### src/rtl/cl_pkg.sv
package cl_pkg;
  typedef enum logic [3:0] {
    ST_TLR = 4'd0, ST_RTI = 4'd1, ST_SEL_DR = 4'd2, ST_CAP_DR = 4'd3,
    ST_SHF_DR = 4'd4, ST_EX1_DR = 4'd5, ST_PAU_DR = 4'd6, ST_EX2_DR = 4'd7,
    ST_UPD_DR = 4'd8, ST_SEL_IR = 4'd9, ST_CAP_IR = 4'd10, ST_SHF_IR = 4'd11,
    ST_EX1_IR = 4'd12, ST_PAU_IR = 4'd13, ST_EX2_IR = 4'd14, ST_UPD_IR = 4'd15
  } tap_st_e;

  typedef struct packed {
    logic upd;
    logic cap;
    logic shf;
    logic sel_ir;
    logic tlr;
  } tap_ev_t;
endpackage

### src/rtl/cl_shift_cnt.sv
module cl_shift_cnt #(
  parameter int CNT_W = 6
) (
  input  logic             clk,
  input  logic             rst,
  input  logic             cap_i,
  input  logic             shf_i,
  output logic [CNT_W-1:0] cnt_o
);
  localparam logic [CNT_W-1:0] CNT_MAX = '1;

  logic [CNT_W-1:0] cnt_q;

  always_ff @(posedge clk) begin
    if (rst || cap_i)                 cnt_q <= '0;
    else if (shf_i && cnt_q != CNT_MAX) cnt_q <= cnt_q + CNT_W'(1);
  end

  assign cnt_o = cnt_q;

  // the count holds at its maximum
  p_cnt_sat_r10: assert property (@(posedge clk) disable iff (rst)
    (cnt_q == CNT_MAX && shf_i && !cap_i) |=> cnt_q == CNT_MAX);
endmodule

### src/rtl/cl_level_ctrl.sv
module cl_level_ctrl #(
  parameter int LVL_W    = 3,
  parameter int GATE_LVL = 2
) (
  input  logic             clk,
  input  logic             rst,
  input  logic             upd_i,
  input  logic             zero_cnt_i,
  input  logic             clr_i,
  output logic [LVL_W-1:0] level_o,
  output logic             locked_o,
  output logic             gate_o
);
  localparam logic [LVL_W-1:0] LVL_MAX  = '1;
  localparam logic [LVL_W-1:0] LVL_GATE = LVL_W'(GATE_LVL);

  logic [LVL_W-1:0] level_q, level_d;
  logic             locked_q, locked_d;
  logic             gate_q;

  always_comb begin
    level_d  = level_q;
    locked_d = locked_q;
    if (clr_i) begin
      level_d  = '0;
      locked_d = 1'b0;
    end else if (upd_i && !locked_q) begin
      if (!zero_cnt_i)            locked_d = 1'b1;
      else if (level_q != LVL_MAX) level_d = level_q + LVL_W'(1);
    end
  end

  always_ff @(posedge clk) begin
    if (rst) begin
      level_q  <= '0;
      locked_q <= 1'b0;
      gate_q   <= 1'b1;
    end else begin
      level_q  <= level_d;
      locked_q <= locked_d;
      gate_q   <= (level_d < LVL_GATE);
    end
  end

  assign level_o  = level_q;
  assign locked_o = locked_q;
  assign gate_o   = gate_q;

  // the level only falls through a clear event
  p_lvl_mono_r2: assert property (@(posedge clk) disable iff (rst)
    !clr_i |=> level_q >= $past(level_q));
  // a locked level does not move without a clear
  p_lock_hold_r3: assert property (@(posedge clk) disable iff (rst)
    (locked_q && !clr_i) |=> $stable(level_q));
endmodule

### src/rtl/cl_cmd_dec.sv
module cl_cmd_dec #(
  parameter int CNT_W     = 6,
  parameter int LVL_W     = 3,
  parameter int GATE_LVL  = 2,
  parameter int CMD_STFMT = 3,
  parameter int ADV_MIN   = 4
) (
  input  logic             clk,
  input  logic             rst,
  input  logic             upd_i,
  input  logic [CNT_W-1:0] cnt_i,
  input  logic [LVL_W-1:0] level_i,
  input  logic             locked_i,
  input  logic             sel_ir_i,
  input  logic             tlr_i,
  input  logic             check_i,
  output logic [CNT_W-1:0] fmt_o,
  output logic [CNT_W-1:0] fmt_act_o,
  output logic             adv_o
);
  localparam logic [CNT_W-1:0] CMD_CODE = CNT_W'(CMD_STFMT);
  localparam logic [CNT_W-1:0] ADV_CODE = CNT_W'(ADV_MIN);
  localparam logic [LVL_W-1:0] CMD_LVL  = LVL_W'(GATE_LVL);

  logic             cmd_ok;
  logic             part_q;
  logic [CNT_W-1:0] cmd_q, fmt_q, act_q;
  logic             adv_q;

  assign cmd_ok = locked_i && (level_i == CMD_LVL);

  always_ff @(posedge clk) begin
    if (rst) begin
      part_q <= 1'b0;
      cmd_q  <= '0;
      fmt_q  <= '0;
      act_q  <= '0;
      adv_q  <= 1'b0;
    end else if (tlr_i) begin
      part_q <= 1'b0;
      act_q  <= '0;
      adv_q  <= 1'b0;
    end else if (sel_ir_i) begin
      part_q <= 1'b0;
    end else begin
      if (cmd_ok && upd_i && cnt_i != '0) begin
        if (!part_q) begin
          cmd_q  <= cnt_i;
          part_q <= 1'b1;
        end else begin
          part_q <= 1'b0;
          if (cmd_q == CMD_CODE) fmt_q <= cnt_i;
        end
      end
      if (cmd_ok && check_i) begin
        act_q <= fmt_q;
        adv_q <= (fmt_q >= ADV_CODE);
      end
    end
  end

  assign fmt_o     = fmt_q;
  assign fmt_act_o = act_q;
  assign adv_o     = adv_q;

  // advanced mode only rises after a check packet
  p_adv_chk_r7: assert property (@(posedge clk) disable iff (rst)
    $rose(adv_q) |-> $past(check_i));
  // test-logic-reset drops advanced mode
  p_tlr_adv_r9: assert property (@(posedge clk) disable iff (rst)
    tlr_i |=> (!adv_q && act_q == '0));
endmodule

### src/rtl/cl_ctrl_unit.sv
module cl_ctrl_unit #(
  parameter int LVL_W     = 3,
  parameter int CNT_W     = 6,
  parameter int GATE_LVL  = 2,
  parameter int CMD_STFMT = 3,
  parameter int ADV_MIN   = 4
) (
  input  logic             clk,
  input  logic             rst,
  input  logic             step_i,
  input  logic [3:0]       tap_state_i,
  input  logic             check_i,
  output logic [LVL_W-1:0] level_o,
  output logic             locked_o,
  output logic             gate_o,
  output logic [CNT_W-1:0] fmt_o,
  output logic [CNT_W-1:0] fmt_active_o,
  output logic             adv_o
);
  import cl_pkg::*;

  tap_ev_t          ev;
  logic [CNT_W-1:0] cnt;

  always_comb begin
    ev.upd    = step_i && (tap_state_i == ST_UPD_DR);
    ev.cap    = step_i && (tap_state_i == ST_CAP_DR);
    ev.shf    = step_i && (tap_state_i == ST_SHF_DR);
    ev.sel_ir = step_i && (tap_state_i == ST_SEL_IR);
    ev.tlr    = step_i && (tap_state_i == ST_TLR);
  end

  cl_shift_cnt #(.CNT_W(CNT_W)) u_cnt (
    .clk(clk), .rst(rst), .cap_i(ev.cap), .shf_i(ev.shf), .cnt_o(cnt)
  );

  cl_level_ctrl #(.LVL_W(LVL_W), .GATE_LVL(GATE_LVL)) u_lvl (
    .clk(clk), .rst(rst), .upd_i(ev.upd), .zero_cnt_i(cnt == '0),
    .clr_i(ev.sel_ir || ev.tlr), .level_o(level_o), .locked_o(locked_o),
    .gate_o(gate_o)
  );

  cl_cmd_dec #(.CNT_W(CNT_W), .LVL_W(LVL_W), .GATE_LVL(GATE_LVL),
               .CMD_STFMT(CMD_STFMT), .ADV_MIN(ADV_MIN)) u_cmd (
    .clk(clk), .rst(rst), .upd_i(ev.upd), .cnt_i(cnt), .level_i(level_o),
    .locked_i(locked_o), .sel_ir_i(ev.sel_ir), .tlr_i(ev.tlr),
    .check_i(check_i), .fmt_o(fmt_o), .fmt_act_o(fmt_active_o), .adv_o(adv_o)
  );

  // downstream path closed from level 2 upward
  p_gate_r4: assert property (@(posedge clk) disable iff (rst)
    (level_o >= LVL_W'(GATE_LVL)) |-> !gate_o);
  // leaving through select-IR reopens the gate and unlocks
  p_selir_r8: assert property (@(posedge clk) disable iff (rst)
    ev.sel_ir |=> (gate_o && !locked_o && level_o == '0));
  // an unlocked zero-count update advances by one below the top level
  p_zbs_step_r1: assert property (@(posedge clk) disable iff (rst)
    (ev.upd && !locked_o && cnt == '0 && level_o != '1) |=>
      level_o == $past(level_o) + LVL_W'(1));
endmodule

### config.mk
export PLATFORM = sky130hd
export DESIGN_NAME = cl_ctrl_unit
export DESIGN_NICKNAME = d
export VERILOG_FILES = /design/src/rtl/cl_pkg.sv /design/src/rtl/cl_shift_cnt.sv /design/src/rtl/cl_level_ctrl.sv /design/src/rtl/cl_cmd_dec.sv /design/src/rtl/cl_ctrl_unit.sv
export SDC_FILE = /design/constraint.sdc
export NUM_CORES = 1
export LEC_CHECK = 0
export ABC_AREA = 0
export CAP_MARGIN = 25
export CORE_ASPECT_RATIO = 0.5
export CORE_MARGIN = 5
export CORE_UTILIZATION = 51
export DETAILED_ROUTE_END_ITERATION = 6
export GPL_TIMING_DRIVEN = 0
export PLACE_DENSITY = 0.76
export SLEW_MARGIN = 30
export SYNTH_ARGS = -nofsm -noshare
export SYNTH_HDL_FRONTEND = slang
export SYNTH_SLANG_ARGS = --single-unit
export TNS_END_PERCENT = 10
### constraint.sdc
create_clock -name clk -period 1.9 [get_ports clk]
set_input_delay 0.38 -clock clk [delete_from_list [all_inputs] [get_ports clk]]
set_output_delay 0.38 -clock clk [all_outputs]
set_load 0.01 [all_outputs]
==> impl_metrics.toml, run 1 <==
[clocking]
htreeDepth = 2
cts_tree = "built"
cts_buffer_depth = 2
clkTransAtPathRegs_ps = 70
numCtsBuffers = 5
worst_skew_pair.late_latency_ps = 280
cts-root-buf = "clkbuf_8"
cts.sinks = 31

[die]
num_io_pins = 26
core-area_um2 = 2668
initial_core_util_pct = 54.88
die-area_um2 = 4107
die_x_um = 85.77
num_rows = 13
die_h_um = 47.89

[placed_design]
hpwl_mm = 2.226
portBuffers = 25
place.gp.congestion = 0.8501
place_ws_ps = -482.4

[critical_path]
cp_max_fo = 6
crit_type = "register to register"
crit_path_end_kind = "register"
rr_worst_depth = 7
cp-start-kind = "register"
required_ps = 2110
crit_arrival_ps = 2030

[pwr]
switching_power_uw = 284.5
internal_power_mw = 1.010
p_total_mw = 1.294
p_comb_share_pct = 5.3
max-vdd-ir-drop_mv = 0.6154
total_leakage_power_nw = 0.6963
switching_share_pct = 21.98
p_per_area_nw_per_um2 = 669.2
power.share.clock_pct = 44.4
seqPwrFrac_pct = 50.3

[synthesis]
ys_seq_area_share_pct = 42.39
ys_ff_latch = 31
avgSynthCellArea_um2 = 9.759
syn-instance-count = 150
syn_nets = 162
yosysWarnings = 0
ys_async_sr_fraction_pct = 0
synth_area_leaders = "dfxtp_1, mux2i_1, nand2b_1, ha_1, nor2_1"
synth.distinct_cells = 44
synth_top_cell_area_share_pct = 42.39
synth_edf_count = 0
syn_area_um2 = 1464
synth_top_area_cell = "dfxtp_1"
yosys_most_used_dff = "dfxtp_1"

[global_routing]
antenna_found_initial = 0
grt_util_all_layers_pct = 15.92
grt_max_degree = 11
grt-ovfl-total = 0
grt_pass1_wl_mm = 4.968
grt_pass1_vias = 1070

[route]
wl_met1_mm = 1.562
top_layer = "met3"
wl_met3_um = 180
drtPass1Iterations = 4
via_per_inst = 5.305
vias = 1183
drc_errors = 0
met2_wirelength_mm = 1.247
ant_nets = 0
wl_per_cell_um = 13.41
routed_wl_mm = 2.990
drt_iter0_markers = 36

[timing]
max_freq_mhz = 547.6
finalMaxSlewViolations = 0
fin_crit_ps = 1826
setup_viol_count_final = 0
setup_ws_ps = 73.69
hold_viol = 0
period_share_pct = 96.12
tns_ps = 0
grt_setup_unrepaired = "true"
worst_slew_pin_slew_ps = 595.8
skew_ps = 8.329
slew_headroom_pct = 60.28

[outcome]
status = "finished clean"

[final_layout]
diodes = 0
layout-drive-gt1-share_pct = 17.20
area_growth_pct = 32.14
nets = 197
final_common_cell = "dfxtp_1"
final_cell_mix = "dfxtp_1, clkdlybuf4s50_1, mux2i_1"

[min_path]
min_path_cells = 2
hold_class = "register to register"

[job]
drv_cap = 0
cells in the mapped netlist, types with 2 or more instances:
cell type / instances
nand3_1: 3
inv_1: 7
nand4b_1: 2
or3_2: 2
nor3_1: 3
nor2_1: 12
mux2i_1: 19
dfxtp_1: 31
clkbuf_1: 2
or4_1: 2
a21boi_0: 2
ha_1: 4
nand2_1: 6
nand2b_1: 18
a21oi_1: 4
o21ai_0: 5
cell families after synthesis:
logic type | Yosys count | synth area share, %
simple gates | 62 | 25.47
flops | 31 | 42.39
compound gates | 22 | 11.45
xor+xnor | 2 | 1.197
fa+ha+maj | 4 | 3.419
buf+inv | 10 | 3.077
mux | 19 | 12.99
worst max-delay path, stage by stage, from the launching register on:
cell      delay (ps)
dfxtp_4          350
inv_1             80
ha_1             150
or4b_4           480
o211ai_4         230
or4_1            160
buf_6            130
mux2i_1          170
timing repair:
item,in CTS,in global routing
gates resized for setup,12,5
hold endpoints to repair,0,0
hold buffers,0,0
pin swaps,1,2
endpoints found under the setup margin,17,14
buffers inserted,0,3
registers in the layout, summed over array words and instances (netlist names):
name / flops
u_lvl.locked_o: 1
u_cmd.adv_o: 1
u_lvl.gate_o: 1
u_cmd.cmd_q: 6
u_lvl.level_o: 3
u_cmd.part_q: 1
u_cmd.fmt_o: 6
u_cmd.fmt_act_o: 6
u_cnt.cnt_o: 6
power groups by stage:
stage / Sequential, mW / Combinational [mW] / Clock, mW
after global placement: 0.667 / 0.0648 / 0
after floorplan: 0.667 / 0.0346 / 0
after detailed placement: 0.667 / 0.0656 / 0
after global routing: 0.651 / 0.0745 / 0.613
final: 0.651 / 0.0691 / 0.574
after CTS: 0.652 / 0.0684 / 0.579
stage by stage:
step	hold slack [ps]	utilization, %	instance area [um2]	instances
finish	474.1	72.51	1934	223
global route	491.6	72.51	1934	223
CTS	478.1	71.34	1903	220
detailed placement	465.3	65.99	1760	212
global placement	453.1	65.99	1760	212
floorplan	443.6	-	1464	150
final cells by class:
| type | count | area (um2) |
|---|---|---|
| fill | 209 | 733.2 |
| sequential | 31 | 628.1 |
| clock buffer | 7 | 96.34 |
| inverter | 7 | 26.28 |
| tap | 37 | 46.29 |
| buffer | 3 | 18.77 |
| multi-input combinational | 109 | 844.6 |
| clock inverter | 1 | 7.507 |
| timing repair buffer | 28 | 266.5 |
layer usage:
layer  track usage (%)  vias to the layer above
met5                 0                        -
met4             4.732                        0
met3             5.670                        0
met2             25.77                       28
met1             20.55                      550
li1                  -                      605
final timing paths:
| check | from | to | slack, ps |
|---|---|---|---|
| setup / recovery | u_cnt.cnt_o[0] | u_cmd.fmt_o[5] | 70 |
| hold / removal | u_cmd.cmd_q[0] | u_cmd.cmd_q[0] | 470 |
| setup reg to reg | u_cnt.cnt_o[0] | u_cmd.fmt_o[5] | 70 |
| hold reg to reg | u_cmd.cmd_q[0] | u_cmd.cmd_q[0] | 470 |
Power figures use the tool's default switching activity.
==> inputs of run 2 (changes only) <==
--- a/config.mk
+++ b/config.mk
@@ -11,9 +11,8 @@
 export CORE_MARGIN = 5
 export CORE_UTILIZATION = 51
 export DETAILED_ROUTE_END_ITERATION = 6
-export GPL_TIMING_DRIVEN = 0
+export GPL_TIMING_DRIVEN = 1
 export PLACE_DENSITY = 0.76
-export SLEW_MARGIN = 30
 export SYNTH_ARGS = -nofsm -noshare
 export SYNTH_HDL_FRONTEND = slang
 export SYNTH_SLANG_ARGS = --single-unit
==> constraint.sdc (replaced) <==
create_clock -name clk -period 1.9 [get_ports clk]
set_input_delay 0.19 -clock clk [delete_from_list [all_inputs] [get_ports clk]]
set_output_delay 0.19 -clock clk [all_outputs]
set_load 0.01 [all_outputs]
==> run 2 against run 1 <==
Die area did not move. Total power rose by 8.5%. Sequential power barely moved. Cell area rose by 3.2%. Combinational power rose by 17%. Critical path type unchanged. Clock skew fell by 5.2 ps. Hold slack got worse by 3.2 ps. Routed wire length rose by 6.4%.
==> impl_metrics.toml, run 2 (synthesis results as in run 1) <==
[final_layout]
nets = 208
n_fill_cell = 203
layout-drive-gt1-share_pct = 19.80
final_common_cell = "dfxtp_1"
diodes = 0
area_growth_pct = 36.32
final_cell_mix = "dfxtp_1, clkdlybuf4s50_1, mux2i_1"

[placed_design]
portBuffers = 25
place.gp.congestion = 0.7794
hpwl_mm = 2.365

[timing]
slew_headroom_pct = 65.72
setup_viol_count_final = 0
whs_ps = 471.0
skew_ps = 3.098
tns_ps = 0
period_share_pct = 96.58
hold_viol = 0
fin_crit_ps = 1835
worst_slew_pin_slew_ps = 511.4
finalMaxSlewViolations = 0
grt_setup_unrepaired = "false"
max_freq_mhz = 545.0

[pwr]
max-vdd-ir-drop_mv = 0.4624
total_leakage_power_nw = 0.7661
p_total_mw = 1.404
p_per_area_nw_per_um2 = 703.6

[critical_path]
crit_arrival_ps = 2040
crit_type = "register to register"
cp_max_fo = 6
slowest_delay_ps = 550
rr_worst_depth = 7
crit_path_cell_trace = "inv_1 -> ha_1 -> or4b_1 -> o211ai_2 -> or4_1 -> buf_6 -> mux2i_1"
reg2reg_from = "u_cnt.cnt_o[0]"
required_ps = 2100
worst_path_max_delay_cell = "or4_1"
critPathTopFamily = "simple AND/OR/NAND/NOR gates"
cp-start-kind = "register"
cp.buffers_inverters = 2
crit_path_end_kind = "register"
r2r_end = "u_cmd.fmt_o[3]"
regToRegSetupSlack_ps = 70

[die]
die_h_um = 47.89
die_x_um = 85.77
initial_core_util_pct = 54.88
num_rows = 13
core-area_um2 = 2668
die-area_um2 = 4107
num_io_pins = 26

[global_routing]
grt-ovfl-total = 0
grt_pass1_wl_mm = 5.395
antenna_found_initial = 0
grt_pass1_vias = 1202
grt_max_degree = 23
grt_util_all_layers_pct = 17.49

[min_path]
min_path_cells = 2
min_to = "u_cmd.cmd_q[2]"
hold_class = "register to register"
hp-start = "u_cmd.cmd_q[2]"

[route]
wl_per_cell_um = 13.59
via_per_inst = 5.453
routed_wl_mm = 3.180
ant_nets = 0
drt_iter0_markers = 49
drtPass1Iterations = 4
drc_errors = 0
vias = 1276

[clocking]
postCtsSetupRepairBufs = 0
htreeDepth = 2
cts_tree = "built"
cts-root-buf = "clkbuf_8"
clkTransAtPathRegs_ps = 70
numCtsBuffers = 5
cts_resized = 0
cts.sinks = 31
worst_skew_pair.late_latency_ps = 280
holdBufCountCts = 0
cts_buffer_depth = 2

[outcome]
status = "finished clean"

[job]
drv_cap = 0
run 2: cell types whose count changed in the layout (fill, tap and decap cells not counted), moves of 2 or more:
cell             change
buf_4               +13
clkbuf_1             -2
clkdlybuf4s50_1      +5
dfxtp_1              +4
dfxtp_2              -3
dlygate4sd2_1        -5
run 2: power by group:
part | internal (mW) | leakage [nW] | switching, mW
Combinational | 0.0451 | 0.455 | 0.0359
Clock | 0.424 | 0.0612 | 0.248
Sequential | 0.651 | 0.250 | 0.000789
Total | 1.12 | 0.766 | 0.284
run 2: area by class of cell:
type                       instances  area [um2]  share of cell area (%)
clock buffer                       6       82.58                   4.138
clock inverter                     2       35.03                   1.755
sequential                        31       620.6                   31.10
multi-input combinational        109       803.3                   40.25
timing repair buffer              42       381.6                   19.12
inverter                           7       26.28                   1.317
tap                               37       46.29                   2.320
run 2: worst max-delay path by stage:
| stage | from | cells past startpoint | endpoint | slack, ps |
|---|---|---|---|---|
| final | u_cnt.cnt_o[0] | 7 | u_cmd.fmt_o[3] | 70 |
| after global routing | u_cnt.cnt_o[0] | 7 | u_cmd.fmt_o[5] | 1 |
| after CTS | u_cnt.cnt_o[0] | 7 | u_cmd.fmt_o[3] | 50 |
| after detailed placement | tap_state_i[0] | 5 | u_cnt.cnt_o[5] | -140 |
| after global placement | tap_state_i[0] | 6 | u_cmd.fmt_o[3] | -110 |
| after floorplan | u_cnt.cnt_o[0] | 7 | u_cmd.fmt_o[0] | 140 |
run 2: worst reg2reg max path, stage by stage, from the launching register on:
cell and delay [ps]:
dfxtp_1 330, inv_1 60, ha_1 180, or4b_1 210
o211ai_2 90, or4_1 550, buf_6 170, mux2i_1 160
run 2: metal layers:
layer	wire [um]	vias up	GRT usage, %
met2	1399	44	30.25
met5	0	-	0
met1	1544	602	21.17
met4	19	0	7.571
li1	-	626	-
met3	218	4	5.155
run 2: stage by stage:
stage / cell area [um2] / cells / worst slack [ps] / util (%)
detailed placement: 1869 / 226 / -139.0 / 70.08
finish: 1996 / 234 / 65.02 / 74.81
CTS: 1987 / 234 / 53.96 / 74.48
floorplan: 1464 / 150 / 135.2 / -
global placement: 1869 / 226 / -109.1 / 70.08
global route: 1996 / 234 / 1.135 / 74.81
==> inputs of run 3 (changes only) <==
--- a/config.mk
+++ b/config.mk
@@ -6,13 +6,13 @@
 export NUM_CORES = 1
 export LEC_CHECK = 0
 export ABC_AREA = 0
-export CAP_MARGIN = 25
 export CORE_ASPECT_RATIO = 0.5
 export CORE_MARGIN = 5
 export CORE_UTILIZATION = 51
 export DETAILED_ROUTE_END_ITERATION = 6
 export GPL_TIMING_DRIVEN = 1
 export PLACE_DENSITY = 0.76
+export SLEW_MARGIN = 25
 export SYNTH_ARGS = -nofsm -noshare
 export SYNTH_HDL_FRONTEND = slang
 export SYNTH_SLANG_ARGS = --single-unit
==> results of run 3 <==
No change in the layout: final DEF, timing and power equal those of run 2.
